`src/rtl/eit_scan_pkg.sv`:
```
package eit_scan_pkg;
  typedef enum logic [1:0] {
    ST_IDLE   = 2'd0,
    ST_SETTLE = 2'd1,
    ST_WAIT   = 2'd2
  } scan_state_t;
endpackage

```
`src/rtl/eit_pair_step.sv`:
```
// Computes the selection that follows the current one on the electrode ring.
module eit_pair_step #(
  parameter int N_ELEC = 16,
  parameter int IDX_W  = $clog2(N_ELEC)
) (
  input  logic [IDX_W-1:0] cur_drv,
  input  logic [IDX_W-1:0] cur_meas,
  output logic [IDX_W-1:0] nxt_drv,
  output logic [IDX_W-1:0] nxt_meas,
  output logic             drive_last,
  output logic             frame_last
);
  localparam int SUM_W = IDX_W + 2;

  function automatic logic [IDX_W-1:0] ring_add(input logic [IDX_W-1:0] base, input int unsigned off);
    logic [SUM_W-1:0] s;
    s = SUM_W'(base) + SUM_W'(off);
    if (s >= SUM_W'(N_ELEC)) s = s - SUM_W'(N_ELEC);
    return s[IDX_W-1:0];
  endfunction

  logic [IDX_W-1:0] last_meas;
  logic [IDX_W-1:0] drv_plus;

  always_comb begin
    last_meas  = ring_add(cur_drv, N_ELEC - 2);
    drv_plus   = ring_add(cur_drv, 1);
    drive_last = (cur_meas == last_meas);
    frame_last = drive_last && (cur_drv == IDX_W'(N_ELEC - 1));
    if (drive_last) begin
      nxt_drv  = drv_plus;
      nxt_meas = ring_add(cur_drv, 3);
    end else begin
      nxt_drv  = cur_drv;
      nxt_meas = ring_add(cur_meas, 1);
    end
  end
endmodule

```
`src/rtl/eit_settle_timer.sv`:
```
// Down-counter that expires after the loaded number of running cycles.
module eit_settle_timer #(
  parameter int CNT_W = 16
) (
  input  logic             clk,
  input  logic             rst,
  input  logic             load,
  input  logic [CNT_W-1:0] load_val,
  input  logic             run,
  output logic             expired
);
  logic [CNT_W-1:0] cnt_q;

  always_ff @(posedge clk) begin
    if (rst) begin
      cnt_q <= '0;
    end else if (load) begin
      cnt_q <= load_val;
    end else if (run && (cnt_q != '0)) begin
      cnt_q <= cnt_q - 1'b1;
    end
  end

  assign expired = (cnt_q == '0);
endmodule

```
`src/rtl/eit_scan_seq.sv`:
```
module eit_scan_seq #(
  parameter int N_ELEC   = 16,
  parameter int IDX_W    = $clog2(N_ELEC),
  parameter int SETTLE_W = 16
) (
  input  logic                clk,
  input  logic                rst,
  input  logic                start_cmd,
  input  logic                stop_cmd,
  input  logic [SETTLE_W-1:0] settle_cycles,
  input  logic                meas_done,
  output logic [IDX_W-1:0]    drv_idx,
  output logic [IDX_W-1:0]    meas_idx,
  output logic                meas_start,
  output logic                frame_start,
  output logic                busy
);
  import eit_scan_pkg::*;

  localparam logic [IDX_W-1:0] FIRST_DRV  = '0;
  localparam logic [IDX_W-1:0] FIRST_MEAS = IDX_W'(2);

  scan_state_t      state_q;
  logic             stop_pend_q;
  logic [IDX_W-1:0] nxt_drv, nxt_meas;
  logic             drive_last, frame_last;
  logic             tmr_expired;
  logic             finishing;
  logic             tmr_load;

  eit_pair_step #(.N_ELEC(N_ELEC), .IDX_W(IDX_W)) step_i (
    .cur_drv    (drv_idx),
    .cur_meas   (meas_idx),
    .nxt_drv    (nxt_drv),
    .nxt_meas   (nxt_meas),
    .drive_last (drive_last),
    .frame_last (frame_last)
  );

  assign finishing = frame_last && (stop_pend_q || stop_cmd);
  assign tmr_load  = ((state_q == ST_IDLE) && start_cmd) ||
                     ((state_q == ST_WAIT) && meas_done && !finishing);

  eit_settle_timer #(.CNT_W(SETTLE_W)) timer_i (
    .clk      (clk),
    .rst      (rst),
    .load     (tmr_load),
    .load_val (settle_cycles),
    .run      (state_q == ST_SETTLE),
    .expired  (tmr_expired)
  );

  always_ff @(posedge clk) begin
    if (rst) begin
      state_q     <= ST_IDLE;
      stop_pend_q <= 1'b0;
      drv_idx     <= '0;
      meas_idx    <= '0;
      meas_start  <= 1'b0;
      frame_start <= 1'b0;
      busy        <= 1'b0;
    end else begin
      meas_start  <= 1'b0;
      frame_start <= 1'b0;
      if ((state_q != ST_IDLE) && stop_cmd) stop_pend_q <= 1'b1;
      unique case (state_q)
        ST_IDLE: begin
          if (start_cmd) begin
            drv_idx     <= FIRST_DRV;
            meas_idx    <= FIRST_MEAS;
            busy        <= 1'b1;
            stop_pend_q <= 1'b0;
            state_q     <= ST_SETTLE;
          end
        end
        ST_SETTLE: begin
          if (tmr_expired) begin
            meas_start  <= 1'b1;
            frame_start <= (drv_idx == FIRST_DRV) && (meas_idx == FIRST_MEAS);
            state_q     <= ST_WAIT;
          end
        end
        ST_WAIT: begin
          if (meas_done) begin
            if (finishing) begin
              busy        <= 1'b0;
              stop_pend_q <= 1'b0;
              state_q     <= ST_IDLE;
            end else begin
              drv_idx  <= nxt_drv;
              meas_idx <= nxt_meas;
              state_q  <= ST_SETTLE;
            end
          end
        end
        default: state_q <= ST_IDLE;
      endcase
    end
  end
endmodule

```
`config.mk`:
```
export PLATFORM = sky130hd
export DESIGN_NAME = eit_scan_seq
export DESIGN_NICKNAME = d
export VERILOG_FILES = /design/src/rtl/eit_scan_pkg.sv /design/src/rtl/eit_pair_step.sv /design/src/rtl/eit_settle_timer.sv /design/src/rtl/eit_scan_seq.sv
export SDC_FILE = /design/constraint.sdc
export NUM_CORES = 1
export LEC_CHECK = 0
export ABC_AREA = 1
export BUFFER_PORTS_ARGS = -buffer_cell sky130_fd_sc_hd__buf_2
export CORE_ASPECT_RATIO = 0.9
export CORE_MARGIN = 10
export CORE_UTILIZATION = 30
export DETAILED_ROUTE_END_ITERATION = 10
export PLACE_DENSITY = 0.47
export SYNTH_ARGS = -nofsm -noshare
export SYNTH_HDL_FRONTEND = slang
export SYNTH_SLANG_ARGS = --single-unit
```
`constraint.sdc`:
```
create_clock -name clk -period 2.4 [get_ports clk]
set_input_delay 0.12 -clock clk [delete_from_list [all_inputs] [get_ports clk]]
set_output_delay 0.12 -clock clk [all_outputs]
set_load 0.05 [all_outputs]
```
* After elaboration in Yosys (flattened, before gate mapping)
Index checks and enable logic that the tools add are counted.
Word-level totals: bits in registers 30, latch bits 0, bits in writable memories 0, memory bits (read-only) 0, bits of input ports 21, output and inout bits 11, word-level logic and storage cells 89, memories 0
Cells by class: add/subtract/negate cells 9, $mul 0, divide/modulo/power cells 0, $lt $le $gt $ge 4, equality and inequality tests 11, shifts and indexed selects 0, multiplexer cells 31, bitwise gates (word level) 2, reduce and logical (&&, ||, !) cells 24
Operator list (number):
- $mux W4 | 12
- $mux W16 | 2
- $ge A5 B5 Y1 const B | 4
- $logic_not A16 Y1 | 1
- $pmux W4 S2 | 2
- $reduce_bool A16 Y1 | 1
- $sub A16 B1 Y16 const B | 1
- $sub A4 B1 Y4 const B | 4
- $ne A2 B2 Y1 const B | 6
- $add A4 B1 Y5 const B | 2
- $mux W1 | 9
- $logic_and A1 B1 Y1 | 8
- $reduce_and A4 Y1 | 2
- $mux W2 | 3
- $pmux W2 S3 | 1
- $reduce_bool A2 Y1 | 3
- $add A4 B2 Y5 const B | 1
- $add A4 B4 Y5 const B | 1
- $reduce_and A5 Y1 | 1
- $eq A4 B2 Y1 const B | 1
- $eq A4 B4 Y1 | 1
- $eq A4 B4 Y1 const B | 1
- $logic_not A4 Y1 | 1
- $pmux W1 S2 | 2
- 9 further kinds | 11

* Depth between registers and ports, before layout
depth after elaboration 10, mapped depth 14, depth with buffers taken out 14

* Hierarchy
A second synthesis with hierarchy kept.
Unflattened totals: cells, all modules 360, area total of the unflattened synthesis 2199.6 um^2
Modules (own cells, without submodules):
- eit_settle_timer | instances 1, cells an instance 212, area each 1194.9 um^2, sequential area each 320.3 um^2
- eit_scan_seq | instances 1, cells an instance 79, area each 590.6 um^2, sequential area each 280.3 um^2
- eit_pair_step | instances 1, cells an instance 69, area each 414.1 um^2, sequential area each 0.0 um^2

* Worst setup path after synthesis
Ideal clock, no wire load.
kind register -> register, start register drv_idx[1], end register timer_i.cnt_q[6], library setup time 0.069 ns, data arrival time 2.246 ns, required time 2.331 ns, path slack 0.085 ns, stages on the path, launching flop included 14, buffers on the path 2, clock period less this slack 2.315 ns, path through dfxtp_1 > inv_1 > ha_1 > inv_1 > nand2_1 > nand2_1 > nand3_2 > nor2_8 > nand3_4 > nand2_2 > buf_6 > buf_12 > nand3_2 > a21oi_2
Between the ends: longest elaborated chain between the ends 10, elaborated cells between the ends (all ways) 13, classes of those cells add/sub (2); order compare (1); eq/ne (2); mux (2); reduce/logical (6)
Ends and longest elaborated chain:
- start, declared | RTL line eit_scan_seq.sv:12 | output logic [IDX_W-1:0] drv_idx,
- start signal, assigned | RTL line eit_scan_seq.sv:90 | drv_idx <= nxt_drv;
- $add A4 B4 Y5 | RTL line eit_pair_step.sv:17 | s = SUM_W'(base) + SUM_W'(off);
- $sub A4 B1 Y4 / $ge A5 B5 Y1 (equally long branches) | RTL line eit_pair_step.sv:18 | if (s >= SUM_W'(N_ELEC)) s = s - SUM_W'(N_ELEC);
- $mux W4 | RTL line eit_pair_step.sv:18
- $eq A4 B4 Y1 | RTL line eit_pair_step.sv:28 | drive_last = (cur_meas == last_meas);
- $logic_and A1 B1 Y1 (*) | RTL line eit_pair_step.sv:29 | frame_last = drive_last && (cur_drv == IDX_W'(N_ELEC - 1));
- $logic_and A1 B1 Y1 (*) | RTL line eit_scan_seq.sv:40 | assign finishing = frame_last && (stop_pend_q || stop_cmd);
- $logic_not A1 Y1 (*) | RTL line eit_scan_seq.sv:42 | ((state_q == ST_WAIT) && meas_done && !finishing);
- $logic_and A1 B1 Y1 (*) | RTL line eit_scan_seq.sv:42
- $logic_or A1 B1 Y1 (*) | RTL line eit_scan_seq.sv:41 | assign tmr_load = ((state_q == ST_IDLE) && start_cmd) ||
- $mux W16 / $reduce_bool A2 Y1 (equally long branches)
- end signal, assigned | RTL line eit_settle_timer.sv:18 | cnt_q <= load_val;
- end signal, assigned | RTL line eit_settle_timer.sv:20 | cnt_q <= cnt_q - 1'b1;
- end, declared | RTL line eit_settle_timer.sv:12 | logic [CNT_W-1:0] cnt_q;
Mark *: on every way between the ends. The rest lies on a longest branch, timed or not. A chain may end at the register's enable or synchronous reset.

* Worst setup path in the final report
start register drv_idx[1], end register drv_idx[1]
Between the ends: longest elaborated chain between the ends 8, elaborated cells between the ends (all ways) 19, classes of those cells add/sub (4); order compare (2); eq/ne (4); mux (6); reduce/logical (3)
Ends and longest elaborated chain (RTL line):
- $add A4 B4 Y5 | eit_pair_step.sv:17
- $sub A4 B1 Y4 / $ge A5 B5 Y1 (equally long branches) | eit_pair_step.sv:18
- $mux W4 | eit_pair_step.sv:18
- $eq A4 B4 Y1 | eit_pair_step.sv:28
- $logic_and A1 B1 Y1 | eit_pair_step.sv:29
- $logic_and A1 B1 Y1 | eit_scan_seq.sv:40
- $ne A2 B2 Y1 (no source line)
- $reduce_and A5 Y1 (no source line)
Parallel ways exist; a longest one is shown, timed or not. The select of a mux whose other input is x is not followed.

==> impl_metrics.ini <==
[floorplan]
initial_core_util_pct = 31.4
die_h_um = 102
dieArea_sq_um = 11300
ios = 32
core_sq_um = 7150
dieWidth_um = 111
core.rowCount = 29

[grt]
grtUsageTotal_pct = 10.8
grt_pass1_wl_mm = 10.4
grt_max_degree = 19
grt-ovfl-total = 0
grt_pass1_vias = 2112
antenna_found_initial = 0

[power]
peakVddDrop_mv = 0.228
p_per_area_nw_per_um2 = 633
p_leak_nw = 1.27

[timing]
setup_slack_ps = 261
setup_violations = 0
fmax_mhz = 468
layout_min_cycle_time_ps = 2140
maxSlewHeadroom_pct = 72.1
holdWs_ps = 128
period_share_pct = 89.1
setup-tns-final_ps = 0
slew_viol_final = 0
finalClockSkew_ps = 8.13
worst_pin_slew_ps = 417
finalHoldViolations = 0
rsz0062_at_grt = no

[detailed_routing]
vias_per_cell = 4.55
wl_mm = 6.08
vias = 2125
postRouteAntennaNets = 0
firstDrtPassIters = 4
detail_route.wl_per_cell_um = 13.0
drt_iter0_markers = 77
route.detailed.drc = 0

[critical_path]
path_class = reg -> reg
worst_path_largest_cell_delay_ps = 420
ff2ff_setup_slack_ps = 260
cpMostUsedCell = nand2_1
arrival_ps = 2320
rr_worst_depth = 13
crit_chain = inv_1 -> ha_1 -> inv_1 -> nand2_1 -> nand2_1 -> nand3_2 -> nor2_8 -> nand3_4 -> buf_4 -> nand3_1 -> nand2_1 -> o21ai_0 -> nor2_1
end_kind = flop
required_ps = 2580
start_kind = flop
r2r-start = drv_idx[1]$_SDFFE_PP0P_
cp_max_fo = 15
crit_slowest_cell = dfxtp_1
r2r-end = drv_idx[1]$_SDFFE_PP0P_

[clocking]
clkLatencyLatePin_ps = 290
post_cts_resized = 0
path_clk_slew_ps = 70
postCtsHoldBufs = 0
clk_path_buf_depth = 2
cts_inserted_buffers = 5
root_buffer = clkbuf_8
h-tree-depth = 2
cts_tree = done
postCtsSetupBuffers = 0
clock-sinks = 30

[logic_synthesis]
synth_ff_type = dfxtp_1
syn_inst = 338
yosys.area.top_type_share_pct = 26.8
yosysTopAreaCell = dfxtp_1
synth_commonest_cells = nand2_1, nor2_1, nand3_1
synth_edf_count = 0
yosys_register_bits = 30
synthArstFlopShare_pct = 0
yosysMostFrequentCell = nand2_1
seq_area_frac_synth_pct = 26.8
ys_types = 33
syn_nets = 368
syn_area_sq_um = 2240
ys_warn_count = 0
synth_area_leaders = dfxtp_1, nand2_1, nand3_1
syn_area_per_cell_sq_um = 6.64

[layout]
layout.nets = 403
diodes = 0
layout-drive-gt1-share_pct = 20.3
finalNonFillerCells = 467
final_util_pct = 36.2
syn_to_final_growth_pct = 15.3
fillers = 812

[hold_path]
hp-start = settle_cycles[0]
holdPathEnd = timer_i.cnt_q[0]$_SDFFE_PP0P_
holdPathStages = 3
hold_class = in -> reg

[status]
status = complete, no violations

[placement]
place_hpwl_mm = 4.65
gp_congestion = 0.818
dp_cells = 459
port_buffers = 31
dp_slack_ps = 231

[job]
cap_violations = 0
worst max-delay path, delay by kind of cell, from the launching register on:
kind	cells	cell delay (ps)
simple gates	8	820
compound gates	1	80
fa+ha+maj	1	320
buf+inv	3	400
flops	1	420
state kept, by name, summed over array words and instances (netlist names):
name           cells
busy               1
meas_idx           4
timer_i.cnt_q     16
stop_pend_q        1
state_q            2
frame_start        1
drv_idx            4
meas_start         1
logic make-up (layout without fill, tap and decap cells):
family | after synthesis | count (layout) | share of synthesized area [%]
XOR/XNOR | 17 | 17 | 6.63
adder cells (fa/ha/maj) | 9 | 9 | 5.02
AND/OR/NAND/NOR | 203 | 203 | 42.9
AO/OA/AOI/OAI | 31 | 31 | 8.86
buffers and inverters | 48 | 84 | 9.87
flip-flops | 30 | 30 | 26.8
layout make-up:
cell class | instances | area [sq um] | area share [%]
multi-input cells | 260 | 1430 | 55.2
flip-flops and latches | 30 | 601 | 23.2
repair buffers | 38 | 208 | 8.03
inverters | 38 | 144 | 5.56
well taps | 93 | 116 | 4.50
clock buffers | 7 | 86.3 | 3.34
clock inverters | 1 | 5.00 | 0.193
report_power, final:
group	internal [mW]	switching, mW	leakage (nW)
logic	0.209	0.375	0.974
clock network	0.232	0.215	0.0482
registers	0.548	0.0601	0.247
how the worst max path moves through the flow:
stage / startpoint / to / slack, ps / depth (start not counted)
3_3_place_gp: drv_idx[1]$_SDFFE_PP0P_ / timer_i.cnt_q[3]$_SDFFE_PP0P_ / 300 / 12
4_1_cts: drv_idx[1]$_SDFFE_PP0P_ / timer_i.cnt_q[3]$_SDFFE_PP0P_ / 220 / 12
3_5_place_dp: drv_idx[1]$_SDFFE_PP0P_ / timer_i.cnt_q[14]$_SDFFE_PP0P_ / 230 / 12
5_1_grt: drv_idx[1]$_SDFFE_PP0P_ / drv_idx[1]$_SDFFE_PP0P_ / 50 / 13
2_1_floorplan: drv_idx[1]$_SDFFE_PP0P_ / timer_i.cnt_q[6]$_SDFFE_PP0P_ / 90 / 13
6_report: drv_idx[1]$_SDFFE_PP0P_ / drv_idx[1]$_SDFFE_PP0P_ / 260 / 13
cell usage in the layout (no fill, tap or decap), types with 2 or more instances in the layout:
cell,instances
ha_1,9
buf_4,7
nand3_1,34
nand3b_1,8
a21oi_2,8
buf_2,31
a21oi_1,15
o21ai_0,6
clkinv_2,2
clkbuf_8,6
nand2_1,100
nor2_1,41
nor2_8,2
xor2_1,12
inv_2,5
nand3_2,8
inv_1,31
dfxtp_1,30
xnor2_1,5
nand2_4,2
through the flow:
step | power (mW) | area [sq um]
final | 1.64 | 2590
after global placement | 1.20 | 2490
after floorplan | 1.07 | 2240
after CTS | 1.65 | 2580
after global routing | 1.76 | 2590
after detailed placement | 1.20 | 2490
per-layer routing:
metal	GRT usage [%]	wire length, um
met5	0	0
met4	2.67	53
met3	2.40	218
met2	16.7	2610
met1	14.9	3200
Power figures use the tool's default switching activity.
